==> src/rtl/gpio_irq_pkg.sv <==
package gpio_irq_pkg;
  localparam int SEL_W = 3;

  typedef enum logic [SEL_W-1:0] {
    SEL_SENSE  = 3'd0,
    SEL_BOTH   = 3'd1,
    SEL_EVENT  = 3'd2,
    SEL_MASK   = 3'd3,
    SEL_RAW    = 3'd4,
    SEL_MASKED = 3'd5,
    SEL_CLEAR  = 3'd6
  } reg_sel_e;
endpackage

==> src/rtl/gpio_irq_sync.sv <==
module gpio_irq_sync #(
  parameter int W      = 8,
  parameter int STAGES = 2
) (
  input  logic         clk_i,
  input  logic         rst_ni,
  input  logic [W-1:0] d_i,
  output logic [W-1:0] q_o
);
  logic [W-1:0] chain_q [STAGES];

  for (genvar k = 0; k < STAGES; k++) begin : g_stage
    if (k == 0) begin : g_first
      always_ff @(posedge clk_i or negedge rst_ni) begin
        if (!rst_ni) chain_q[k] <= '0;
        else         chain_q[k] <= d_i;
      end
    end else begin : g_rest
      always_ff @(posedge clk_i or negedge rst_ni) begin
        if (!rst_ni) chain_q[k] <= '0;
        else         chain_q[k] <= chain_q[k-1];
      end
    end
  end

  assign q_o = chain_q[STAGES-1];
endmodule

==> src/rtl/gpio_irq_cfg.sv <==
module gpio_irq_cfg
  import gpio_irq_pkg::*;
#(
  parameter int W = 8
) (
  input  logic             clk_i,
  input  logic             rst_ni,
  input  logic             wr_en_i,
  input  logic [SEL_W-1:0] wr_sel_i,
  input  logic [W-1:0]     wr_data_i,
  output logic [W-1:0]     sense_o,
  output logic [W-1:0]     both_o,
  output logic [W-1:0]     event_o,
  output logic [W-1:0]     mask_o,
  output logic [W-1:0]     clr_o
);
  reg_sel_e sel;
  assign sel = reg_sel_e'(wr_sel_i);

  always_ff @(posedge clk_i or negedge rst_ni) begin
    if (!rst_ni) begin
      sense_o <= '0;
      both_o  <= '0;
      event_o <= '0;
      mask_o  <= '0;
    end else if (wr_en_i) begin
      case (sel)
        SEL_SENSE: sense_o <= wr_data_i;
        SEL_BOTH:  both_o  <= wr_data_i;
        SEL_EVENT: event_o <= wr_data_i;
        SEL_MASK:  mask_o  <= wr_data_i;
        default: ;
      endcase
    end
  end

  always_comb begin
    clr_o = '0;
    if (wr_en_i && sel == SEL_CLEAR) clr_o = wr_data_i;
  end
endmodule

==> src/rtl/gpio_irq_detect.sv <==
module gpio_irq_detect #(
  parameter int W = 8
) (
  input  logic         clk_i,
  input  logic         rst_ni,
  input  logic [W-1:0] s_i,
  input  logic [W-1:0] sense_i,
  input  logic [W-1:0] both_i,
  input  logic [W-1:0] event_i,
  input  logic [W-1:0] clr_i,
  output logic [W-1:0] raw_o
);
  logic [W-1:0] prev_q;
  logic [W-1:0] est_q;
  logic [W-1:0] edge_hit;
  logic [W-1:0] lvl_hit;
  logic [W-1:0] set;

  always_ff @(posedge clk_i or negedge rst_ni) begin
    if (!rst_ni) prev_q <= '0;
    else         prev_q <= s_i;
  end

  for (genvar i = 0; i < W; i++) begin : g_pin
    always_comb begin
      if (both_i[i])       edge_hit[i] = s_i[i] ^ prev_q[i];
      else if (event_i[i]) edge_hit[i] = s_i[i] & ~prev_q[i];
      else                 edge_hit[i] = ~s_i[i] & prev_q[i];
      lvl_hit[i] = event_i[i] ? s_i[i] : ~s_i[i];
      set[i]     = ~sense_i[i] & edge_hit[i];
      raw_o[i]   = sense_i[i] ? lvl_hit[i] : est_q[i];
    end

    always_ff @(posedge clk_i or negedge rst_ni) begin
      if (!rst_ni)        est_q[i] <= 1'b0;
      else if (set[i])    est_q[i] <= 1'b1;
      else if (clr_i[i])  est_q[i] <= 1'b0;
    end

    // a latched edge always has a real input change behind it
    p_edge_cause_r3: assert property (@(posedge clk_i) disable iff (!rst_ni)
      $rose(est_q[i]) |-> $past(s_i[i] != prev_q[i]));

    // clear with no new edge empties the bit
    p_clear_r7: assert property (@(posedge clk_i) disable iff (!rst_ni)
      (clr_i[i] && !set[i]) |=> !est_q[i]);

    // without a clear the bit holds
    p_sticky_r7: assert property (@(posedge clk_i) disable iff (!rst_ni)
      (est_q[i] && !clr_i[i]) |=> est_q[i]);
  end

  // the edge reference is the synchronized value one clock earlier
  p_prev_r11: assert property (@(posedge clk_i) disable iff (!rst_ni)
    1'b1 |=> prev_q == $past(s_i));
endmodule

==> src/rtl/gpio_irq_port.sv <==
module gpio_irq_port
  import gpio_irq_pkg::*;
#(
  parameter int W           = 8,
  parameter int SYNC_STAGES = 2,
  parameter int TRIG_PIN    = 4
) (
  input  logic             clk_i,
  input  logic             rst_ni,
  input  logic [W-1:0]     pin_i,
  input  logic             wr_en_i,
  input  logic [SEL_W-1:0] wr_sel_i,
  input  logic [W-1:0]     wr_data_i,
  input  logic [SEL_W-1:0] rd_sel_i,
  output logic [W-1:0]     rd_data_o,
  output logic             irq_o,
  output logic             trig_o
);
  logic [W-1:0] pin_s;
  logic [W-1:0] sense, both, evt, mask, clr;
  logic [W-1:0] raw, masked;
  logic         trig_prev_q;

  gpio_irq_sync #(.W(W), .STAGES(SYNC_STAGES)) u_sync (
    .clk_i(clk_i), .rst_ni(rst_ni), .d_i(pin_i), .q_o(pin_s)
  );

  gpio_irq_cfg #(.W(W)) u_cfg (
    .clk_i(clk_i), .rst_ni(rst_ni),
    .wr_en_i(wr_en_i), .wr_sel_i(wr_sel_i), .wr_data_i(wr_data_i),
    .sense_o(sense), .both_o(both), .event_o(evt), .mask_o(mask), .clr_o(clr)
  );

  gpio_irq_detect #(.W(W)) u_det (
    .clk_i(clk_i), .rst_ni(rst_ni), .s_i(pin_s),
    .sense_i(sense), .both_i(both), .event_i(evt), .clr_i(clr),
    .raw_o(raw)
  );

  assign masked = raw & mask;
  assign irq_o  = |masked;

  always_ff @(posedge clk_i or negedge rst_ni) begin
    if (!rst_ni) trig_prev_q <= 1'b0;
    else         trig_prev_q <= masked[TRIG_PIN];
  end
  assign trig_o = masked[TRIG_PIN] & ~trig_prev_q;

  always_comb begin
    case (reg_sel_e'(rd_sel_i))
      SEL_SENSE:  rd_data_o = sense;
      SEL_BOTH:   rd_data_o = both;
      SEL_EVENT:  rd_data_o = evt;
      SEL_MASK:   rd_data_o = mask;
      SEL_RAW:    rd_data_o = raw;
      SEL_MASKED: rd_data_o = masked;
      default:    rd_data_o = '0;
    endcase
  end

  // the trigger never lasts two cycles
  p_trig_pulse_r9: assert property (@(posedge clk_i) disable iff (!rst_ni)
    trig_o |=> !trig_o);

  // an interrupt needs a raw cause on an unmasked pin
  p_irq_cause_r6: assert property (@(posedge clk_i) disable iff (!rst_ni)
    irq_o |-> ((raw & mask) != '0) && (raw != '0));

  // configuration starts cleared, so nothing is unmasked right after reset
  p_reset_mask_r1: assert property (@(posedge clk_i)
    $rose(rst_ni) |-> mask == '0);
endmodule

==> config.mk <==
export PLATFORM = sky130hd
export DESIGN_NAME = gpio_irq_port
export DESIGN_NICKNAME = d
export VERILOG_FILES = /design/src/rtl/gpio_irq_pkg.sv /design/src/rtl/gpio_irq_sync.sv /design/src/rtl/gpio_irq_cfg.sv /design/src/rtl/gpio_irq_detect.sv /design/src/rtl/gpio_irq_port.sv
export SDC_FILE = /design/constraint.sdc
export NUM_CORES = 1
export LEC_CHECK = 0
export ABC_AREA = 1
export BUFFER_PORTS_ARGS = -buffer_cell sky130_fd_sc_hd__buf_2
export CAP_MARGIN = 20
export CORE_UTILIZATION = 30
export DETAILED_ROUTE_END_ITERATION = 8
export GPL_TIMING_DRIVEN = 0
export PLACE_DENSITY_LB_ADDON = 0.15
export SLEW_MARGIN = 10
export SYNTH_ARGS = -nofsm -noshare
export SYNTH_HDL_FRONTEND = slang
export SYNTH_SLANG_ARGS = --single-unit
export TNS_END_PERCENT = 5
==> constraint.sdc <==
create_clock -name clk_i -period 1.99 [get_ports clk_i]
set_clock_uncertainty 0.2 [all_clocks]
set_input_delay 0.2985 -clock clk_i [delete_from_list [all_inputs] [get_ports clk_i]]
set_output_delay 0.2985 -clock clk_i [all_outputs]
set_load 0.02 [all_outputs]
==> flow_summary_export.csv <==
group,metric,value,unit
sta,slew_headroom,0.6677,
floorplan,start_util,0.3109,
sta,drv_slew,0,
status,outcome,"complete, no violations",
grt,grt_pass1_vias,2782,
route,wl_per_cell,13.60,um
sta,tightestPinTransition,0.4971,ns
critical_path,reg2reg_depth,6,
grt,grt_max_degree,35,
placement,portBuffers,34,
clock_network,htree_levels,3,
synthesis,synth-seq-cells,65,
sta,min_period,1.988,ns
worst_hold_path,holdPathStages,3,
floorplan,die_w,105.7,um
floorplan,boundaryPins,35,
sta,final.setup.worst_slack,0.001638,ns
grt,grt_pass1_wl,13720,um
synthesis,syn-num-nets,433,
floorplan,dieArea,11170,sq um
clock_network,cts.sinks,65,
sta,finalHoldViolCount,0,
floorplan,core,10370,sq um
route,routed_wl,8367,um
critical_path,crit_arrival,1.49,ns
placement,gp_congestion,0.7717,
critical_path,r2r_end,"u_det.est_q[0]",
final_layout,diodes,0,
synthesis,synth_cells,392,
worst_hold_path,min_to,"u_cfg.mask_o[4]",
power,p_leak,0.002107,uW
clock_network,clk_pin_slew,0.07,ns
clock_network,clk_root_buffer_cell,"clkbuf_8",
synthesis,syn_avg_cell_area,8.225,sq um
route,drc,0,
synthesis,synth_area,3224,sq um
synthesis,yosys_warnings,0,
synthesis,synth_cell_types,19,
grt,grt_usage,0.1633,
final_layout,syn2layout_area_growth,29.30,%
route,vias,2835,
clock_network,clockBufferDepth,2,
sta,setup_violations,0,
worst_hold_path,min-delay-start,"wr_data_i[4]",
sta,whs,0.06873,ns
critical_path,reg2reg_slack,0.62,ns
final_layout,nNetsFinal,516,
sta,setup_tns,0,ns
power,peakVddDrop,0.4311,mV
sta,grt_setup_unrepaired,"yes",
sta,max_freq,502.9,MHz
final_layout,stdcell_area,4169,sq um
floorplan,num_rows,37,
flow_run,drv_cap,0,
critical_path,crit_fanout,3,
power,pwr_density_cell,842.8,nW/um^2
final_layout,final_util,0.4020,
placement,place_ws,-0.1016,ns
final_layout,drive_gt1_frac,0.2756,
clock_network,cts_buffers,9,
floorplan,die_y,105.7,um
route,final_antenna_net_count,0,
critical_path,end_kind,"output port",
clock_network,cts_tree,"yes",
critical_path,critical_path_class,"reg -> out",
placement,dp_hpwl,5495,um
synthesis,ys_seq_area_frac,0.5045,
worst_hold_path,hp-class,"in -> reg",
clock_network,clock_latency,0.35,ns
route,drt_iter0_drc,79,
critical_path,r2r_start,"u_sync.q_o[0]",
grt,antenna_found_initial,0,
critical_path,crit_path_start_kind,"flop",
sta,period_share,0.9992,
grt,gr-total-overflow,0,
placement,place_area,3587,sq um
critical_path,cp.required,1.49,ns
route,first_pass_iters,4,
route,viasPerCell,4.610,
## per-stage QoR
step / total power (uW) / instances
floorplan: 2097 / 392
global placement: 2320 / 562
detailed placement: 2341 / 563
CTS: 3512 / 608
global route: 3763 / 615
finish: 3514 / 615
## placed cells by master, fill, tap and decap left out
cell type	synthesis	routed
a21oi_1	17	17
buf_12	0	1
buf_2	4	31
buf_4	0	32
buf_6	0	2
clkbuf_4	0	1
clkbuf_8	0	10
clkinv_2	0	2
clkinvlp_4	0	3
dfrtp_1	65	65
dlygate4sd3_1	0	9
ha_1	16	16
inv_1	41	32
inv_2	6	15
nand2_1	134	125
nand2_2	0	9
nand3_1	25	18
nand3_2	3	9
nand3_4	0	1
nand3b_2	1	1
nand4_1	6	6
nor2_1	12	11
nor2_2	1	2
nor3_4	3	4
o21ai_0	11	11
o21ai_1	37	37
o21ai_2	1	1
or2_2	8	2
or2_4	0	6
## power by group
group / switching, uW / internal, uW
clock network: 519 / 473
logic: 483 / 398
registers: 151 / 1490
## synth_stat cells (all sizes together)
| library cell | count | share of area |
|---|---|---|
| nand2 | 134 | 0.16 |
| dfrtp | 65 | 0.50 |
| o21ai | 49 | 0.077 |
| inv | 47 | 0.055 |
| nand3 | 28 | 0.048 |
| a21oi | 17 | 0.026 |
| ha | 16 | 0.062 |
| nor2 | 13 | 0.016 |
| or2 | 8 | 0.016 |
| nand4 | 6 | 0.012 |
| buf | 4 | 0.0062 |
| nor3 | 4 | 0.018 |
| nand3b | 1 | 0.0035 |
## metal layers
| metal | vias up | GRT usage | share of wire |
|---|---|---|---|
| li1 | 1423 | - | - |
| met1 | 1350 | 0.1928 | 0.45 |
| met2 | 43 | 0.2754 | 0.50 |
| met3 | 19 | 0.04267 | 0.033 |
| met4 | 0 | 0.07738 | 0.025 |
| met5 | - | 0 | 0 |
## how the worst max path moves through the flow
stage	slack, ns	endpoint	cells past startpoint	start
floorplan	0.40	rd_data_o[4]	5	u_cfg.sense_o[4]
global placement	-0.11	rd_data_o[1]	7	rd_sel_i[1]
detailed placement	-0.10	rd_data_o[1]	7	rd_sel_i[1]
CTS	-0.05	irq_o	9	u_cfg.event_o[1]
global route	-0.11	irq_o	9	u_sync.q_o[4]
finish	0.002	irq_o	6	u_cfg.sense_o[5]
## registers in the layout, indices dropped and copies added (netlist names)
| register | count |
|---|---|
| u_sync.chain_q | 8 |
| u_cfg.sense_o | 8 |
| u_cfg.event_o | 8 |
| u_det.est_q | 8 |
| u_cfg.both_o | 8 |
| u_det.prev_q | 8 |
| u_cfg.mask_o | 8 |
| trig_prev_q | 1 |
| u_sync.q_o | 8 |
## kinds of logic after synthesis
family / synth area share
AO/OA/AOI/OAI: 0.1036
buffers and inverters: 0.06092
flip-flops: 0.5045
AND/OR/NAND/NOR: 0.2689
adder cells (fa/ha/maj): 0.06209
## worst max-delay path, cell delays in order, from the launching register on
cell and delay [ns]:
dfrtp_1 0.38, or2_2 0.33, nand3_2 0.08, nand2_1 0.05, nor2_1 0.09, nand2_1 0.08
buf_6 0.14
## cell type report
type | instances | area (sq um)
sequential | 65 | 1627
inverter | 47 | 176.4
multi-input combinational | 276 | 1490
tap | 136 | 170.2
fill | 1096 | 6201
buffer | 4 | 20.02
clock buffer | 10 | 137.6
clock inverter | 5 | 32.53
timing repair buffer | 72 | 515.5
## what timing repair did
action	in CTS	in global routing
resized for setup	21	21
buffers inserted	21	7
setup endpoints to repair	9	10
endpoints found under the hold margin	39	0
pin swaps	9	7
hold buffers	9	0
Note: power is estimated with default switching activity, not from simulation.
